--- src/rtl/mdp_pkg.sv ---
package mdp_pkg;
    localparam int unsigned DEF_W     = 16;
    localparam int unsigned DEF_DEPTH = 3;

    typedef enum logic [1:0] {
        SRC_NONE = 2'd0,
        SRC_IN   = 2'd1,
        SRC_COR  = 2'd2,
        SRC_RAW  = 2'd3
    } bus_src_e;

    function automatic bus_src_e pick_src(input logic in_n, input logic cor_n, input logic raw_n);
        if (!in_n)       return SRC_IN;
        else if (!cor_n) return SRC_COR;
        else if (!raw_n) return SRC_RAW;
        else             return SRC_NONE;
    endfunction
endpackage

--- src/rtl/mdp_stage_buf.sv ---
module mdp_stage_buf #(
    parameter int unsigned W     = mdp_pkg::DEF_W,
    parameter int unsigned DEPTH = mdp_pkg::DEF_DEPTH
) (
    input  logic         clk,
    input  logic         rst,
    input  logic [W-1:0] din,
    output logic [W-1:0] stage_q,
    output logic [W-1:0] buf_q
);
    localparam int unsigned LAST = DEPTH - 1;

    logic [W-1:0] word_q [DEPTH];

    always_ff @(posedge clk) begin
        if (rst) stage_q <= '0;
        else     stage_q <= din;
    end

    for (genvar g = 0; g < DEPTH; g++) begin : g_word
        if (g == 0) begin : g_head
            always_ff @(posedge clk) begin
                if (rst) word_q[g] <= '0;
                else     word_q[g] <= stage_q;
            end
        end else begin : g_tail
            always_ff @(posedge clk) begin
                if (rst) word_q[g] <= '0;
                else     word_q[g] <= word_q[g-1];
            end
        end
    end

    assign buf_q = word_q[LAST];
endmodule

--- src/rtl/mdp_hold_bank.sv ---
module mdp_hold_bank #(
    parameter int unsigned W = mdp_pkg::DEF_W
) (
    input  logic         clk,
    input  logic         rst,
    input  logic [W-1:0] in_data,
    input  logic         hold_in_en,
    input  logic [W-1:0] cor_data,
    input  logic [W-1:0] raw_data,
    input  logic         en_in_n,
    input  logic         en_cor_n,
    input  logic         en_raw_n,
    input  logic [W-1:0] bus_ext,
    output logic [W-1:0] hold_in_q,
    output logic [W-1:0] hold_cor_q,
    output logic [W-1:0] hold_raw_q,
    output logic [W-1:0] rbus,
    output logic         rbus_driven
);
    import mdp_pkg::*;

    bus_src_e src;

    always_ff @(posedge clk) begin
        if (rst) begin
            hold_in_q  <= '0;
            hold_cor_q <= '0;
            hold_raw_q <= '0;
        end else begin
            if (hold_in_en) hold_in_q <= in_data;
            hold_cor_q <= cor_data;
            hold_raw_q <= raw_data;
        end
    end

    always_comb begin
        src = pick_src(en_in_n, en_cor_n, en_raw_n);
        unique case (src)
            SRC_IN:   rbus = hold_in_q;
            SRC_COR:  rbus = hold_cor_q;
            SRC_RAW:  rbus = hold_raw_q;
            SRC_NONE: rbus = bus_ext;
            default:  rbus = bus_ext;
        endcase
        rbus_driven = (src != SRC_NONE);
    end
endmodule

--- src/rtl/mdp_out_regs.sv ---
module mdp_out_regs #(
    parameter int unsigned W = mdp_pkg::DEF_W
) (
    input  logic         clk,
    input  logic         rst,
    input  logic [W-1:0] cor_data,
    input  logic [W-1:0] in_data,
    input  logic [W-1:0] rbus,
    input  logic         out_sel_n,
    input  logic         wr_sel,
    input  logic         mux_sel,
    output logic [W-1:0] out_data,
    output logic [W-1:0] stor_out_n
);
    logic [W-1:0] wr_q;
    logic [W-1:0] imux;

    always_comb begin
        imux = mux_sel ? cor_data : in_data;
    end

    always_ff @(posedge clk) begin
        if (rst) begin
            out_data <= '0;
            wr_q     <= '0;
        end else begin
            out_data <= out_sel_n ? rbus : cor_data;
            wr_q     <= wr_sel ? imux : rbus;
        end
    end

    assign stor_out_n = ~wr_q;
endmodule

--- src/rtl/mem_datapath.sv ---
module mem_datapath #(
    parameter int unsigned W     = mdp_pkg::DEF_W,
    parameter int unsigned DEPTH = mdp_pkg::DEF_DEPTH
) (
    input  logic         clk,
    input  logic         rst,
    input  logic [W-1:0] stor_din,
    input  logic [W-1:0] in_data,
    input  logic [W-1:0] flip_mask,
    input  logic         fix_n,
    input  logic         hold_in_en,
    input  logic         rd_in_n,
    input  logic         rd_cor_n,
    input  logic         rd_raw_n,
    input  logic [W-1:0] bus_ext,
    input  logic         out_sel_n,
    input  logic         wr_sel,
    input  logic         mux_sel,
    output logic [W-1:0] rbus,
    output logic         rbus_driven,
    output logic [W-1:0] out_data,
    output logic [W-1:0] stor_out_n
);
    logic [W-1:0] stage_q;
    logic [W-1:0] buf_q;
    logic [W-1:0] mask_eff;
    logic [W-1:0] cor_data;
    logic [W-1:0] hold_in_q;
    logic [W-1:0] hold_cor_q;
    logic [W-1:0] hold_raw_q;

    mdp_stage_buf #(.W(W), .DEPTH(DEPTH)) u_stage (
        .clk     (clk),
        .rst     (rst),
        .din     (stor_din),
        .stage_q (stage_q),
        .buf_q   (buf_q)
    );

    always_comb begin
        mask_eff = fix_n ? '0 : flip_mask;
        cor_data = buf_q ^ mask_eff;
    end

    mdp_hold_bank #(.W(W)) u_hold (
        .clk         (clk),
        .rst         (rst),
        .in_data     (in_data),
        .hold_in_en  (hold_in_en),
        .cor_data    (cor_data),
        .raw_data    (stage_q),
        .en_in_n     (rd_in_n),
        .en_cor_n    (rd_cor_n),
        .en_raw_n    (rd_raw_n),
        .bus_ext     (bus_ext),
        .hold_in_q   (hold_in_q),
        .hold_cor_q  (hold_cor_q),
        .hold_raw_q  (hold_raw_q),
        .rbus        (rbus),
        .rbus_driven (rbus_driven)
    );

    mdp_out_regs #(.W(W)) u_out (
        .clk        (clk),
        .rst        (rst),
        .cor_data   (cor_data),
        .in_data    (in_data),
        .rbus       (rbus),
        .out_sel_n  (out_sel_n),
        .wr_sel     (wr_sel),
        .mux_sel    (mux_sel),
        .out_data   (out_data),
        .stor_out_n (stor_out_n)
    );
endmodule

--- config.mk ---
export PLATFORM = sky130hd
export DESIGN_NAME = mem_datapath
export DESIGN_NICKNAME = d
export VERILOG_FILES = /design/src/rtl/mdp_pkg.sv /design/src/rtl/mdp_stage_buf.sv /design/src/rtl/mdp_hold_bank.sv /design/src/rtl/mdp_out_regs.sv /design/src/rtl/mem_datapath.sv
export SDC_FILE = /design/constraint.sdc
export NUM_CORES = 1
export LEC_CHECK = 0
export BUFFER_PORTS_ARGS = -buffer_cell sky130_fd_sc_hd__buf_4
export CAP_MARGIN = 20
export CORE_MARGIN = 2
export CORE_UTILIZATION = 55
export CTS_BUF_LIST = sky130_fd_sc_hd__clkbuf_16
export CTS_CLUSTER_DIAMETER = 50
export DETAILED_ROUTE_END_ITERATION = 10
export GPL_TIMING_DRIVEN = 0
export PLACE_DENSITY = 0.82
export SYNTH_ARGS = -nofsm -noshare
export SYNTH_HDL_FRONTEND = slang
export SYNTH_HIERARCHICAL = 1
export SYNTH_SLANG_ARGS = --single-unit
--- constraint.sdc ---
create_clock -name clk -period 2.6 [get_ports clk]
set_clock_uncertainty 0.05 [all_clocks]
set_input_delay 0 -clock clk [delete_from_list [all_inputs] [get_ports clk]]
set_output_delay 0 -clock clk [all_outputs]
set_load 0.02 [all_outputs]
### Yosys cells after proc, flatten, opt, wreduce, memory -nomap -nowiden

Memories as Yosys holds them, arrays and structs flattened.
Index checks and enable logic that the tools add are counted.

* register bits after elaboration: 96
* memory bits (writable): 48
* memories kept: 1

* equal/unequal tests: 3
* multiplexer cells: 14
* bitwise operators: 5
* reduce and logical (&&, ||, !) cells: 2

Memories
* u_stage.word_q: words 3, width 16, rd ports 3, clocked after Yosys merged registers in 0, write ports 3, line mdp_stage_buf.sv:13 `logic [W-1:0] word_q [DEPTH];`

Operators by type and width (number)
* 2-to-1 mux 16 bit: 7
* case mux 16 bit (4 select lines): 1
* inverter 16 bit: 1
* XOR 16 bit: 1
* 2-to-1 mux 2 bit: 3
* equality test 2 bit (second input constant): 2
* 2-to-1 mux 1 bit: 3
* OR 1 bit: 3
* equality test 2 x 1 -> 1 bit (second input constant): 1
* zero test 2 bit: 1
* nonzero test 2 bit: 1

### Logic depth before layout (Yosys ltp)

Gate-level depths: netlist (run 1).

* depth in word-level cells: 6
* mapped depth: 6

### Hierarchy

Netlist (run 1), hierarchy kept.

By module, submodules not included
* mdp_hold_bank: instances 1, cells an instance 177, area an instance 1976.9 sq um, sequential area each 960.9 sq um
* mdp_stage_buf: instances 1, cells an instance 135, area an instance 1918.1 sq um, sequential area each 1281.2 sq um
* mdp_out_regs: instances 1, cells an instance 138, area an instance 1333.8 sq um, sequential area each 640.6 sq um
* mem_datapath: instances 1, cells an instance 33, area an instance 326.6 sq um, sequential area each 0.0 sq um

### Worst setup path after synthesis (run 1)

Ideal clock, no wire load.

* kind: in2reg
* from: input port rd_raw_n
* to: register u_out.out_data[11]
* data arrival time: 1146 ps
* required time: 2422 ps
* path slack: 1276 ps
* cell stages on the path: 6
* path buffers: 2
* cells stage by stage: buf_6 buf_12 mux2_4 a221o_1 mux2i_1 nor2_1

* longest elaborated chain between the ends: 6
* elaborated cells on any way between the ends: 9

RTL lines
* start: declaration: line mem_datapath.sv:14 `input logic rd_raw_n,`
* 2-to-1 mux 2 bit (*): line mdp_pkg.sv:15 `else if (!raw_n) return SRC_RAW;`
* 2-to-1 mux 2 bit (*): line mdp_pkg.sv:14 `else if (!cor_n) return SRC_COR;`
* 2-to-1 mux 2 bit (*): line mdp_pkg.sv:13 `if (!in_n) return SRC_IN;`
* equality test 2 bit (tied with other cells): line mdp_hold_bank.sv:38 `unique case (src)`
* case mux 16 bit (4 select lines) (*): line mdp_hold_bank.sv:38
* via rbus[11]: line mem_datapath.sv:19 `output logic [W-1:0] rbus,`
* 2-to-1 mux 16 bit (*): line mdp_out_regs.sv:27 `out_data <= out_sel_n ? rbus : cor_data;`
* end signal: assignment: line mdp_out_regs.sv:27
* end: declaration: line mdp_out_regs.sv:12 `output logic [W-1:0] out_data,`

Mark *: on every way through the listed nets, which the timed path passes. The rest lies on a longest branch.
A chain may end at the register's enable or synchronous reset.

### Worst setup path in the final report (run 1)

* from: register u_hold.hold_raw_q[0]
* to: register u_out.wr_q[0]

* longest elaborated chain between the ends: 2

RTL lines
* start: declaration: line mdp_hold_bank.sv:16 `output logic [W-1:0] hold_raw_q,`
* start signal: assignment: line mdp_hold_bank.sv:32 `hold_raw_q <= raw_data;`
* case mux 16 bit (4 select lines): line mdp_hold_bank.sv:38
* 2-to-1 mux 16 bit: line mdp_out_regs.sv:28 `wr_q <= wr_sel ? imux : rbus;`
* end signal: assignment: line mdp_out_regs.sv:28
* end: declaration: line mdp_out_regs.sv:15 `logic [W-1:0] wr_q;`

No other way between the ends.

==> results.tsv, run 1 <==
metric	value	unit
Setup Viol. Count Final	0	
number of warning messages in the yosys log	6	
largest net degree at the start of global routing	17	
max-cap viol count	0	
Worst setup SP type	flip-flop	
RSZ-0062 raised after global routing	no	
worst hold stages	4	
detail-routed net length per standard cell	15.5	um
Seq cells post-synth	144	
largest cells by area after synthesis	sky130_fd_sc_hd__dfxtp_1 (52%), sky130_fd_sc_hd__nor2b_2 (9.5%), sky130_fd_sc_hd__mux2i_1 (8.6%)	
final worst-path cycle share	70.2	%
category of the most critical setup path	reg2reg	
count of cell types in the netlist	23	
final routed DRC violation total	0	
adder-cell share of the synthesized area	0	%
area leader, netlist	sky130_fd_sc_hd__dfxtp_1	
Placement Rows	36	
number of iterations in the first detailed-routing pass	5	
die extent in x	105	um
setup slack after placement	1.19	ns
first-iteration detailed-routing DRC count	151	
number of I/O port buffers	118	
cells after synthesis	483	
die height	105	um
f_max	548	MHz
critical register-to-register path startpoint	u_hold/hold_raw_q[0]	
buffers from clock root to sink, at most	2	
static power due to leakage	3.40	nW
clock buffers created by TritonCTS	17	
antenna diode count	0	
number of max-slew violations in the final report	0	
area of the core	9770	sq um
clock tree root driver cell	sky130_fd_sc_hd__clkbuf_16	
proportion of synthesized chip area in sequential cells	51.9	%
average cell area after synthesis	11.5	sq um
number of antenna violations at the first check in global routing	0	
number of vias after detailed routing	3929	
proportion of layout cells with a drive suffix above 1	37.6	%
summed negative setup slack over all endpoints	0	ns
synthesized-area fraction occupied by xor and xnor cells	2.52	%
post-detailed-routing wire length	12.6	mm
Worst R2R Path Depth	5	
worst-case setup margin in the final layout	0.774	ns
kind of end point of the critical path	flip-flop	
hold path startpoint	flip_mask[5]	
syn nets	557	
status	completed	
effective utilization at floorplan	56.8	%
Inst Count DP	734	
TritonCTS clock tree	done	
crit-path max FO	3	
minimum period implied by the final worst setup slack	1.83	ns
via count of the first global-routing pass	4124	
reg-to-reg slack, setup	0.77	ns
footprint of the multi-input gates	2350	sq um
wire length of the first global-routing pass	20.3	mm
path type of the worst min-delay path	in2reg	
power density over the cells	705	nW/um^2
Area growth, synth to finish	38.5	%
clock-pin slew on the worst setup and hold paths	0.06	ns
WHS Endpoint	u_hold/hold_cor_q[5]	
data required time at the worst endpoint	2.84	ns
buffers inserted by post-CTS timing repair	0	
total number of H-tree levels	4	
Antenna Nets Post-Route	0	
total of fill cells in the finished design	563	
worst-skew pair later-pin latency	0.41	ns
grt ovf	0	
Min Hold Slack	0.0245	ns
clock sink count	144	
number of vias per cell after detailed routing	4.81	
headroom to the max-slew limit	58.2	%
ports placed on the boundary	123	
detailed-placement wirelength estimate	8.65	mm
post_cts resized	0	
utilization after layout	78.7	%
overall track demand over capacity in global routing	23.8	%
area of the mapped netlist	5560	sq um
number of standard cells in the final layout excluding fillers	816	
Max VDD drop	0.453	mV
Worst EP arrival	2.07	ns
multiplexer fraction of the synthesized cell area	12.5	%
compound-gate portion of the synthesized area	5.05	%
final weighted congestion in routability-driven placement	0.844	
Reg area	2880	sq um
Synth top area share	51.9	%
Hold Vio Cnt, Final	0	
worst-margin pin slew	0.628	ns
reg2reg end	u_out/wr_q[0]	
final net count	744	
simple logic cell fraction of the synthesized area	22.2	%
main combinational cell family by area after synthesis	simple AND/OR/NAND/NOR gates	
DIE AREA	10900	sq um
==> flip-flops by register name, indices dropped and copies added, names as in the netlist <==
signal / flops
u_hold/hold_cor_q: 16
u_stage/stage_q: 16
u_hold/hold_in_q: 16
u_hold/hold_raw_q: 16
u_out/out_data: 16
u_out/wr_q: 16
u_stage/word_q: 48
==> repair_timing <==
action                                  in CTS  in global routing
endpoints found under the hold margin       60                  0
endpoints found under the setup margin       0                  0
hold buffers                                50                  0
==> cell usage in the layout (no fill, tap or decap), types with 4 or more instances in the layout <==
master,synthesis,layout
sky130_fd_sc_hd__clkbuf_1,8,8
sky130_fd_sc_hd__nand2b_1,6,6
sky130_fd_sc_hd__inv_1,16,17
sky130_fd_sc_hd__nand2b_4,10,10
sky130_fd_sc_hd__dlygate4sd3_1,0,50
sky130_fd_sc_hd__buf_4,2,120
sky130_fd_sc_hd__buf_2,7,7
sky130_fd_sc_hd__mux2_2,7,7
sky130_fd_sc_hd__nor2b_2,60,60
sky130_fd_sc_hd__xnor2_1,16,16
sky130_fd_sc_hd__nor2b_1,47,47
sky130_fd_sc_hd__a221o_1,16,16
sky130_fd_sc_hd__buf_6,10,10
sky130_fd_sc_hd__nor2_1,48,48
sky130_fd_sc_hd__inv_6,0,4
sky130_fd_sc_hd__clkinvlp_4,0,6
sky130_fd_sc_hd__clkbuf_16,0,17
sky130_fd_sc_hd__and2b_1,6,6
sky130_fd_sc_hd__mux2i_1,48,48
sky130_fd_sc_hd__mux2_4,9,9
sky130_fd_sc_hd__a211oi_1,16,16
sky130_fd_sc_hd__dfxtp_1,144,144
==> area by class of cell <==
cell class,count,area share [%]
Multi-Input combinational cell,291,30.5
Timing Repair Buffer,168,18.0
Tap cell,133,2.16
Clock buffer,17,5.53
Clock inverter,15,2.07
Buffer,32,3.46
Inverter,16,0.781
Sequential cell,144,37.5
==> cell families (layout without fill, tap and decap cells) <==
family | count (synthesis) | after routing
and+or+nand+nor | 179 | 179
buffers and inverters | 48 | 248
AOI/OAI and AO/OA | 32 | 32
xor gates and xnor gates | 16 | 16
DFF | 144 | 144
muxes | 64 | 64
==> synth_stat cells, drive strengths merged <==
master  number
a211oi      16
a221o       16
and2         1
and2b        6
buf         24
clkbuf       8
dfxtp      144
inv         16
mux2        16
mux2i       48
nand2b      16
nand3        1
nor2        48
nor2b      107
xnor2       16
==> worst max-delay path: stages (launching register included) <==
cell,delay [ns]
sky130_fd_sc_hd__dfxtp_1,0.30
sky130_fd_sc_hd__mux2_2,0.27
sky130_fd_sc_hd__a221o_1,0.35
sky130_fd_sc_hd__nor2_1,0.13
sky130_fd_sc_hd__a211oi_1,0.06
sky130_fd_sc_hd__dlygate4sd3_1,0.57
==> worst max-delay path by stage <==
stage	startpoint	to	slack (ns)	cells after the start
after floorplan	rd_raw_n	u_out/out_data[11]	1.28	6
after detailed placement	rd_in_n	u_out/out_data[7]	1.19	7
final	u_hold/hold_raw_q[0]	u_out/wr_q[0]	0.77	5
after global placement	rd_in_n	u_out/out_data[9]	1.22	7
after global routing	u_hold/hold_raw_q[15]	u_out/wr_q[15]	0.74	5
after CTS	u_hold/hold_raw_q[0]	u_out/wr_q[0]	0.82	5
==> where the power goes <==
part / leakage (nW) / total (mW) / internal (mW) / switching, mW
logic: 1.95 / 0.720 / 0.381 / 0.339
registers: 1.18 / 2.35 / 2.31 / 0.0343
clock network: 0.270 / 2.36 / 1.42 / 0.937
==> stage by stage <==
stage	cell area [sq um]	total power, mW
floorplan	5560	2.78
global placement	6610	3.02
detailed placement	6610	3.03
CTS	7690	5.45
global route	7690	5.61
finish	7690	5.42
==> routing by layer <==
metal | up-vias | global-route usage, % | share of wire [%]
met3 | 26 | 5.58 | 5.5
met1 | 1804 | 27.0 | 40
met5 | - | 0 | 0
met2 | 155 | 42.1 | 52
met4 | 0 | 10.7 | 2.4
li1 | 1944 | - | -
Note: power is estimated with default switching activity, not from simulation.
==> run 2, diff against run 1 <==
- CORE_UTILIZATION: 55 -> 49
- PLACE_DENSITY: 0.82 -> 0.77
- clock period: 2.6 -> 1.65 ns (I/O delays scaled with it)
==> run 2 against run 1 <==
Against the previous run: final cell count is 0.37% higher; largest power group unchanged; sequential power grew 57%; cell area increased by 0.36%; largest cell class unchanged; die area is 12% higher; total power rose by 64%; worst setup slack worse by 0.71 ns; clock-buffer cell count unchanged; sequential cell count did not move; critical endpoint is now rbus[12]; critical path depth shrank 2.
==> results.tsv, run 2 (same netlist as run 1, synthesis figures left out) <==
metric	value	unit	change
f_max	631	MHz	
worst-skew pair later-pin latency	0.41	ns	about the same
top register by number of flip-flops	u_stage/word_q		
final weighted congestion in routability-driven placement	0.875		+3.7%
Placement Rows	38		+5.6%
detailed-placement wirelength estimate	8.90	mm	+2.9%
power density over the cells	1150	nW/um^2	+63%
detail-routed net length per standard cell	14.9	um	-3.8%
utilization after layout	70.6	%	-8.1 points
via count of the first global-routing pass	4082		-1.0%
minimum period implied by the final worst setup slack	1.58	ns	
number of I/O port buffers	118		unchanged
crit-path max FO	3		unchanged
static power due to leakage	3.42	nW	+0.53%
proportion of layout cells with a drive suffix above 1	37.8	%	+0.22 points
number of antenna violations at the first check in global routing	0		unchanged
Antenna Nets Post-Route	0		unchanged
die extent in x	110	um	+5.7%
met2 wirelength from detailed routing	6.27	mm	-4.5%
number of vias per cell after detailed routing	4.70		-2.5%
final net count	740		-0.54%
effective utilization at floorplan	50.8	%	-6.0 points
number of max-slew violations in the final report	0		unchanged
post-detailed-routing wire length	12.2	mm	-3.4%
DIE AREA	12200	sq um	+12%
metal3 WL	460	um	-34%
final worst-path cycle share	96.0	%	
Setup Viol. Count Final	0		unchanged
clock tree root driver cell	sky130_fd_sc_hd__clkbuf_16		
clock-pin slew on the worst setup and hold paths	0.06	ns	about the same
status	completed		
overall track demand over capacity in global routing	20.6	%	-3.2 points
Worst EP arrival	1.53	ns	-0.54 ns
max-cap viol count	0		unchanged
first-iteration detailed-routing DRC count	99		-34%
total number of H-tree levels	4		unchanged
Post-Route M1 WL	5.11	mm	+0.81%
most common library cell in the layout ignoring fill and taps	sky130_fd_sc_hd__dfxtp_1		
headroom to the max-slew limit	60.7	%	+2.6 points
grt ovf	0		unchanged
worst-margin pin slew	0.589	ns	-0.0385 ns
post_cts resized	0		unchanged
clock sink count	144		unchanged
antenna diode count	0		unchanged
TritonCTS clock tree	done		
setup slack after placement	0.232	ns	-0.962 ns
path type of the worst min-delay path	in2reg		
buffers from clock root to sink, at most	2		unchanged
flip-flop count of the largest register, all copies and words added	48		unchanged
die height	110	um	+5.7%
category of the most critical setup path	reg2out		
Worst setup SP type	flip-flop		
final routed DRC violation total	0		unchanged
Hold Vio Cnt, Final	0		unchanged
RSZ-0062 raised after global routing	no		
top library cells by usage in the layout, fill and taps aside	sky130_fd_sc_hd__dfxtp_1 (144), sky130_fd_sc_hd__buf_4 (120), sky130_fd_sc_hd__nor2b_2 (60)		
wire length of the first global-routing pass	20.0	mm	-1.4%
highest metal layer with signal wires	met4		
ports placed on the boundary	123		unchanged
largest net degree at the start of global routing	17		unchanged
data required time at the worst endpoint	1.60	ns	-1.24 ns
Max VDD drop	0.699	mV	+54%
worst-case setup margin in the final layout	0.0662	ns	-0.708 ns
number of vias after detailed routing	3846		-2.1%
number of iterations in the first detailed-routing pass	6		+1
kind of end point of the critical path	output pin		
area of the core	10900	sq um	+12%
summed negative setup slack over all endpoints	0	ns	unchanged
Area growth, synth to finish	39.0	%	
clock buffers created by TritonCTS	17		unchanged
==> run 2: layer usage <==
metal  vias to the layer above  track usage [%]
met4                         0             10.1
met5                         -                0
met2                       105             36.1
met1                      1775             23.6
met3                        28             4.72
li1                       1938                -
==> run 2: report_power, final <==
part	switching, mW	leakage, nW	total (mW)	internal [mW]
logic	0.526	1.93	1.12	0.592
registers	0.0508	1.18	3.69	3.64
clock network	1.41	0.308	4.08	2.67
total	1.99	3.42	8.89	6.91
==> run 2: final timing paths <==
| kind | slack, ns | start | endpoint | depth (start not counted) |
|---|---|---|---|---|
| worst max-delay path | 0.07 | u_hold/hold_raw_q[12] | rbus[12] | 3 |
| worst min-delay path | 0.01 | flip_mask[9] | u_hold/hold_cor_q[9] | 4 |
| worst max register to register | 0.31 | u_hold/hold_raw_q[14] | u_out/wr_q[14] | 4 |
| worst min register to register | 0.39 | u_stage/word_q[0][6] | u_stage/word_q[1][6] | 1 |
==> run 2: stage by stage <==
stage          power (mW)  hold WS [ns]  instances  instance area (sq um)
2_1_floorplan        4.38        0.0228        483                   5560
3_3_place_gp         4.76         0.162        741                   6620
3_5_place_dp         4.78         0.166        741                   6620
4_1_cts              8.95       0.00154        819                   7720
5_1_grt              9.20        0.0204        819                   7720
6_report             8.89        0.0109        819                   7720
==> run 2: layout make-up <==
| cell class | instances | area (sq um) |
|---|---|---|
| timing repair buffer | 164 | 1350 |
| buffer | 32 | 267 |
| fill | 804 | 3220 |
| clock inverter | 15 | 218 |
| clock buffer | 17 | 425 |
| tap | 140 | 175 |
| multi-input combinational | 291 | 2350 |
| inverter | 16 | 60.1 |
| sequential | 144 | 2880 |
==> run 2: worst max-delay path, cell delays in order (launching register included) <==
cell,delay (ns)
sky130_fd_sc_hd__dfxtp_1,0.30
sky130_fd_sc_hd__mux2_2,0.26
sky130_fd_sc_hd__a221o_1,0.38
sky130_fd_sc_hd__buf_4,0.18
==> run 2: what timing repair did <==
item,CTS,global route
hold buffers,46,0
buffers inserted,0,0
endpoints found under the hold margin,58,0
setup endpoints to repair,0,0
